==> src/rtl/acc_cpu_pkg.sv <==
package acc_cpu_pkg;

    localparam int OPW = 4;

    typedef enum logic [OPW-1:0] {
        OP_NOP  = 4'h0,
        OP_LOAD = 4'h1,
        OP_ADD  = 4'h2,
        OP_SUB  = 4'h3,
        OP_STOR = 4'h4,
        OP_IMM  = 4'h5,
        OP_JUMP = 4'h6,
        OP_JCRY = 4'h7,
        OP_JZER = 4'h8,
        OP_EMIT = 4'hE,
        OP_STOP = 4'hF
    } opcode_e;

    typedef enum logic [2:0] {
        ST_FETCH,
        ST_LATCH,
        ST_EXEC,
        ST_MEMOP,
        ST_ALU,
        ST_HALT
    } state_e;

    typedef struct packed {
        logic mar_pc;
        logic mar_opnd;
        logic ir_ld;
        logic pc_inc;
        logic pc_ld;
        logic a_imm;
        logic a_mem;
        logic a_alu;
        logic b_ld;
        logic mem_we;
        logic alu_sub;
        logic flags_ld;
        logic out_ld;
    } ctrl_t;

endpackage

==> src/rtl/acc_mem.sv <==
module acc_mem #(
    parameter int AW = 4,
    parameter int DW = 8
) (
    input  logic          clk,
    input  logic          we,
    input  logic [AW-1:0] waddr,
    input  logic [DW-1:0] wdata,
    input  logic [AW-1:0] raddr,
    output logic [DW-1:0] rdata
);
    localparam int DEPTH = 1 << AW;

    logic [DW-1:0] cells [DEPTH];

    always_ff @(posedge clk) begin
        if (we) begin
            cells[waddr] <= wdata;
        end
    end

    assign rdata = cells[raddr];
endmodule

==> src/rtl/acc_alu.sv <==
module acc_alu #(
    parameter int DW = 8
) (
    input  logic [DW-1:0] a,
    input  logic [DW-1:0] b,
    input  logic          sub,
    output logic [DW-1:0] res,
    output logic          cout,
    output logic          zero
);
    logic [DW:0]   sum;
    logic [DW-1:0] b_eff;

    always_comb begin
        b_eff = sub ? ~b : b;
        sum   = {1'b0, a} + {1'b0, b_eff} + {{DW{1'b0}}, sub};
        res   = sum[DW-1:0];
        cout  = sum[DW];
        zero  = (sum[DW-1:0] == '0);
    end
endmodule

==> src/rtl/acc_ctrl.sv <==
module acc_ctrl
    import acc_cpu_pkg::*;
(
    input  logic               clk,
    input  logic               rst_n,
    input  logic [OPW-1:0]     opcode,
    input  logic               carry,
    input  logic               zero,
    output acc_cpu_pkg::ctrl_t ctl,
    output logic               halted
);
    state_e state_q, state_d;
    logic   is_mem_op, is_alu_op, take_jump;

    always_comb begin
        is_mem_op = (opcode == OP_LOAD) || (opcode == OP_STOR) ||
                    (opcode == OP_ADD)  || (opcode == OP_SUB);
        is_alu_op = (opcode == OP_ADD) || (opcode == OP_SUB);
        take_jump = (opcode == OP_JUMP) ||
                    ((opcode == OP_JCRY) && carry) ||
                    ((opcode == OP_JZER) && zero);
    end

    always_ff @(posedge clk or negedge rst_n) begin
        if (!rst_n) begin
            state_q <= ST_FETCH;
        end else begin
            state_q <= state_d;
        end
    end

    always_comb begin
        state_d = state_q;
        unique case (state_q)
            ST_FETCH: state_d = ST_LATCH;
            ST_LATCH: state_d = ST_EXEC;
            ST_EXEC: begin
                if (opcode == OP_STOP) state_d = ST_HALT;
                else if (is_mem_op)    state_d = ST_MEMOP;
                else                   state_d = ST_FETCH;
            end
            ST_MEMOP: state_d = is_alu_op ? ST_ALU : ST_FETCH;
            ST_ALU:   state_d = ST_FETCH;
            ST_HALT:  state_d = ST_HALT;
            default:  state_d = ST_FETCH;
        endcase
    end

    always_comb begin
        ctl    = '0;
        halted = 1'b0;
        unique case (state_q)
            ST_FETCH: ctl.mar_pc = 1'b1;
            ST_LATCH: begin
                ctl.ir_ld  = 1'b1;
                ctl.pc_inc = 1'b1;
            end
            ST_EXEC: begin
                ctl.mar_opnd = is_mem_op;
                ctl.a_imm    = (opcode == OP_IMM);
                ctl.pc_ld    = take_jump;
                ctl.out_ld   = (opcode == OP_EMIT);
            end
            ST_MEMOP: begin
                ctl.a_mem  = (opcode == OP_LOAD);
                ctl.mem_we = (opcode == OP_STOR);
                ctl.b_ld   = is_alu_op;
            end
            ST_ALU: begin
                ctl.a_alu    = 1'b1;
                ctl.flags_ld = 1'b1;
                ctl.alu_sub  = (opcode == OP_SUB);
            end
            ST_HALT: halted = 1'b1;
            default: ctl = '0;
        endcase
    end
endmodule

==> src/rtl/acc_cpu.sv <==
module acc_cpu
    import acc_cpu_pkg::*;
#(
    parameter int AW = 4
) (
    input  logic                clk,
    input  logic                rst_n,
    input  logic                ld_en,
    input  logic [AW-1:0]       ld_addr,
    input  logic [OPW+AW-1:0]   ld_data,
    output logic [OPW+AW-1:0]   out_data,
    output logic                out_valid,
    output logic                halted
);
    localparam int DW = OPW + AW;

    ctrl_t         ctl;
    logic [AW-1:0] pc_q, mar_q;
    logic [DW-1:0] ir_q, a_q, b_q, out_q;
    logic          cf_q, zf_q, valid_q;
    logic [DW-1:0] mem_rd, alu_res, wr_data;
    logic [AW-1:0] wr_addr;
    logic          wr_en, alu_c, alu_z;

    always_comb begin
        wr_en   = (!rst_n && ld_en) || ctl.mem_we;
        wr_addr = !rst_n ? ld_addr : mar_q;
        wr_data = !rst_n ? ld_data : a_q;
    end

    acc_mem #(.AW(AW), .DW(DW)) u_mem (
        .clk   (clk),
        .we    (wr_en),
        .waddr (wr_addr),
        .wdata (wr_data),
        .raddr (mar_q),
        .rdata (mem_rd)
    );

    acc_alu #(.DW(DW)) u_alu (
        .a    (a_q),
        .b    (b_q),
        .sub  (ctl.alu_sub),
        .res  (alu_res),
        .cout (alu_c),
        .zero (alu_z)
    );

    acc_ctrl u_ctrl (
        .clk    (clk),
        .rst_n  (rst_n),
        .opcode (ir_q[DW-1:AW]),
        .carry  (cf_q),
        .zero   (zf_q),
        .ctl    (ctl),
        .halted (halted)
    );

    always_ff @(posedge clk or negedge rst_n) begin
        if (!rst_n) begin
            pc_q    <= '0;
            mar_q   <= '0;
            ir_q    <= '0;
            a_q     <= '0;
            b_q     <= '0;
            cf_q    <= 1'b0;
            zf_q    <= 1'b0;
            out_q   <= '0;
            valid_q <= 1'b0;
        end else begin
            valid_q <= ctl.out_ld;
            if (ctl.mar_pc)   mar_q <= pc_q;
            if (ctl.mar_opnd) mar_q <= ir_q[AW-1:0];
            if (ctl.ir_ld)    ir_q  <= mem_rd;
            if (ctl.pc_inc)   pc_q  <= pc_q + 1'b1;
            if (ctl.pc_ld)    pc_q  <= ir_q[AW-1:0];
            if (ctl.a_imm)    a_q   <= {{OPW{1'b0}}, ir_q[AW-1:0]};
            if (ctl.a_mem)    a_q   <= mem_rd;
            if (ctl.a_alu)    a_q   <= alu_res;
            if (ctl.b_ld)     b_q   <= mem_rd;
            if (ctl.flags_ld) begin
                cf_q <= alu_c;
                zf_q <= alu_z;
            end
            if (ctl.out_ld)   out_q <= a_q;
        end
    end

    assign out_data  = out_q;
    assign out_valid = valid_q;
endmodule

==> config.mk <==
export PLATFORM = sky130hd
export DESIGN_NAME = acc_cpu
export DESIGN_NICKNAME = d
export VERILOG_FILES = /design/src/rtl/acc_cpu_pkg.sv /design/src/rtl/acc_mem.sv /design/src/rtl/acc_alu.sv /design/src/rtl/acc_ctrl.sv /design/src/rtl/acc_cpu.sv
export SDC_FILE = /design/constraint.sdc
export NUM_CORES = 1
export LEC_CHECK = 0
export ABC_AREA = 0
export BUFFER_PORTS_ARGS = -buffer_cell sky130_fd_sc_hd__buf_2
export CORE_UTILIZATION = 53
export DETAILED_ROUTE_END_ITERATION = 10
export PLACE_DENSITY = 0.81
export RECOVER_POWER = 100
export SLEW_MARGIN = 20
export SYNTH_ARGS = -nofsm -noshare
export SYNTH_HDL_FRONTEND = slang
export SYNTH_HIERARCHICAL = 1
export SYNTH_SLANG_ARGS = --single-unit
==> constraint.sdc <==
create_clock -name clk -period 3.4 [get_ports clk]
set_clock_uncertainty 0.1 [all_clocks]
set_input_delay 0.34 -clock clk [delete_from_list [all_inputs] [get_ports clk]]
set_output_delay 0.34 -clock clk [all_outputs]
set_load 0.005 [all_outputs]
==> run metrics <==
status complete, no violations; antenna diode count 0; Clock Latency Late Sink 0.43 ns; reg2reg path depth 14; number of buffers added on ports 24; post-synthesis to final-layout area growth 11.32%; total negative setup slack 0 ns; cell type contributing the most total cell area after synthesis sky130_fd_sc_hd__edfxtp_1; data required time of the critical path 3.62 ns; DP Cell Count 669; crit path launch type register; Syn. warnings 6; number of antenna violations at the first check in global routing 0; count of non-filler cells in the finished layout 702; number of hold-repair buffers added at the cts stage 0; Post-Syn Instances 472; floorplan die width 122.6 µm; CTS HTree Levels 4; area share of the largest cell type after synthesis 49.89%; starting density of the core 54.87%; slew at the pin with the worst max-slew slack 1.366 ns; leakage power summed over all cells 0.003156 µW; count of final hold-check violations 0; final critical-path setup slack 0.1904 ns; adder and majority gate portion of the synthesized area 1.559%; Critical Path End Type register; most common cell after layout, fill and taps aside sky130_fd_sc_hd__edfxtp_1; minimum period implied by the final worst setup slack 3.210 ns; origin of the worst min-delay path out_data[0]; xor-xnor portion of the synthesized cell area 1.819%; classification of the worst-slack hold path register to register; number of nets in the layout 533; worst setup path class register to register; Ports 25; total core area 14040 µm²; capture point of the worst reg-to-reg path zf_q; largest fanout of any net on the critical path 7; CTS Buffer Depth 2; start of the worst register-to-register path u_ctrl/state_q[1]; most common flop cell mapped by yosys sky130_fd_sc_hd__edfxtp_1; remaining global-route overflow 0; Final HPWL DP 10410 µm; Post-synth ARST share 26.44%; antenna violation net count after detailed routing 0; final RePlAce weighted congestion 0.9076; worst hold path stage count 1; Die ar. 15020 µm²; top library cells by usage in the layout, fill and taps aside 128 x sky130_fd_sc_hd__edfxtp_1, 46 x sky130_fd_sc_hd__dfrtp_1, 32 x sky130_fd_sc_hd__nand2_1; Max Freq 311.6 MHz; Global Route Usage Sum 23.44%; total detailed-routing wirelength 15990 µm; TritonCTS buffer count 17; mux contribution to synthesized area 17.81%; total of max-cap violations 0; max-slew headroom at the worst pin 8.254%; DR pass1 iterations 5; clock slew at reported path FFs 0.07 ns; Post-Place Worst Slack 0.1429 ns; CTS Root Buffer Type sky130_fd_sc_hd__clkbuf_16; ratio of cells with drive above 1 in the final layout 22.22%; final setup violation count 0; worst min-delay path endpoint out_data[0]; number of synthesized register bits 174; TritonCTS clock tree built; ratio of final minimum period to clock period 94.40%; largest vdd supply drop 502.7 µV; basic-gate share of the synthesized area counting and, or, nand and nor cells 6.885%; average instance area after synthesis 16.32 µm²; standard-cell rows 43; global-route wire length before repair 24670 µm; die height 122.6 µm; Vias per Instance 6.118; detail-routed net length per standard cell 22.78 µm; number of nets produced by synthesis 496; Post-Syn Area 7705 µm²; number of global-route vias before repair 4371; number of sinks driven by the clock tree 174; distinct cell type count after synthesis 52; Register-to-Register Setup Slack 0.19 ns; power per cell area 835.2 nW/µm²; cell types with the largest area share after synthesis sky130_fd_sc_hd__edfxtp_1 50%, sky130_fd_sc_hd__dfrtp_1 15%, sky130_fd_sc_hd__mux2_2 5.7%; max-slew violations 0; arrival time at the worst endpoint 3.43 ns; vias after detailed routing 4295; sequential cell area fraction in the yosys report 64.83%; final routed DRC violation total 0; maximum number of pins on one net before global-route repair 55; number of enable-type register cells in the synthesized netlist 128; combinational family with the most area after synthesis multiplexers; Detailed Route Iter0 Violations 426; Synth Area in Compound Gates 4.563%
[power by group]
group	switching [µW]	total (µW)	leakage [µW]	internal (µW)
registers	317	2970	0.00175	2650
logic	1250	2270	0.00112	1020
clock network	822	1920	0.000286	1100
total	2390	7160	0.00316	4780
[stage by stage]
| step | power, µW | instance area [µm²] | hold slack (ns) | util, % |
|---|---|---|---|---|
| floorplan | 4641 | 7705 | -0.05559 | - |
| global placement | 5128 | 8008 | 0.3852 | 57.03 |
| detailed placement | 5236 | 8013 | 0.3941 | 57.06 |
| CTS | 7187 | 8600 | 0.07560 | 61.24 |
| global route | 7510 | 8577 | 0.4269 | 61.08 |
| finish | 7163 | 8577 | 0.4110 | 61.08 |
[worst max-delay path, stage by stage, from the launching register on]
cell and delay [ns]:
sky130_fd_sc_hd__dfrtp_1 0.43, sky130_fd_sc_hd__nand2b_1 0.20, sky130_fd_sc_hd__nor2_1 0.15, sky130_fd_sc_hd__nand2_1 0.09, sky130_fd_sc_hd__nor2_2 0.15, sky130_fd_sc_hd__buf_6 0.17, sky130_fd_sc_hd__xor2_2 0.16, sky130_fd_sc_hd__inv_1 0.09
sky130_fd_sc_hd__fa_1 0.46, sky130_fd_sc_hd__nor2b_2 0.19, sky130_fd_sc_hd__o31ai_2 0.11, sky130_fd_sc_hd__a21oi_1 0.21, sky130_fd_sc_hd__xor2_1 0.26, sky130_fd_sc_hd__nor4b_2 0.09, sky130_fd_sc_hd__mux2_2 0.26
[cells by family after synthesis]
family,count (synthesis)
compound gates,56
xor+xnor,16
fa+ha+maj,9
buf+inv,28
flops,174
mux,85
simple gates,104
[state kept, by name, summed over array words and instances, names as in the netlist]
register        flops
mar_q               4
u_mem/cells       128
u_ctrl/state_q      3
out_valid           1
pc_q                4
a_q                 8
b_q                 8
zf_q                1
cf_q                1
ir_q                8
out_data            8
[cell usage after synthesis, types with 2 or more instances]
cell                              instances
sky130_fd_sc_hd__buf_2                    7
sky130_fd_sc_hd__dfrtp_1                 46
sky130_fd_sc_hd__nand3b_1                 2
sky130_fd_sc_hd__nand4_1                  3
sky130_fd_sc_hd__nor3b_1                  5
sky130_fd_sc_hd__nand2b_1                 7
sky130_fd_sc_hd__mux4_2                  18
sky130_fd_sc_hd__mux2i_1                 10
sky130_fd_sc_hd__o21ai_0                 15
sky130_fd_sc_hd__xor2_1                  12
sky130_fd_sc_hd__edfxtp_1               128
sky130_fd_sc_hd__a21o_1                   4
sky130_fd_sc_hd__mux2_2                  39
sky130_fd_sc_hd__nand3_1                  3
sky130_fd_sc_hd__inv_1                    5
sky130_fd_sc_hd__nor3_1                   9
sky130_fd_sc_hd__mux4_1                  14
sky130_fd_sc_hd__clkdlybuf4s25_2          3
sky130_fd_sc_hd__xnor2_1                  4
sky130_fd_sc_hd__clkbuf_2                 2
sky130_fd_sc_hd__ha_1                     8
sky130_fd_sc_hd__buf_4                    6
sky130_fd_sc_hd__buf_6                    5
sky130_fd_sc_hd__o21ai_1                  6
sky130_fd_sc_hd__nor2b_1                  3
sky130_fd_sc_hd__a22oi_1                 16
sky130_fd_sc_hd__or2_1                    2
sky130_fd_sc_hd__a21oi_1                  8
sky130_fd_sc_hd__mux2_4                   4
sky130_fd_sc_hd__nor2_1                  25
sky130_fd_sc_hd__nand2_1                 32
[per-layer routing]
metal	GRT usage [%]	share of wire, %	vias up
met3	5.762	4.4	40
li1	-	-	1914
met2	37.85	50	150
met4	10.44	2.9	0
met1	30.17	43	2191
met5	0	0	-
[layout make-up]
class / instances / area [µm²]
repair buffers: 41 / 211.5
inverters: 5 / 18.77
multi-input cells: 270 / 2540
clock buffers: 19 / 432.9
well taps: 180 / 225.2
fillers: 997 / 5465
clock inverters: 13 / 153.9
flip-flops and latches: 174 / 4995
[repair_timing]
action | CTS | global route
setup endpoints to repair | 0 | 2
buffers inserted | 0 | 1
resized for setup | 0 | 5
[worst max-delay path by stage]
stage,from,end,cells past startpoint
after floorplan,u_ctrl/state_q[1],zf_q,13
after global placement,u_ctrl/state_q[1],zf_q,14
after detailed placement,u_ctrl/state_q[1],zf_q,14
after CTS,u_ctrl/state_q[1],zf_q,14
after global routing,u_ctrl/state_q[1],zf_q,14
final,u_ctrl/state_q[1],zf_q,14
(Power assumes the default switching activity.)
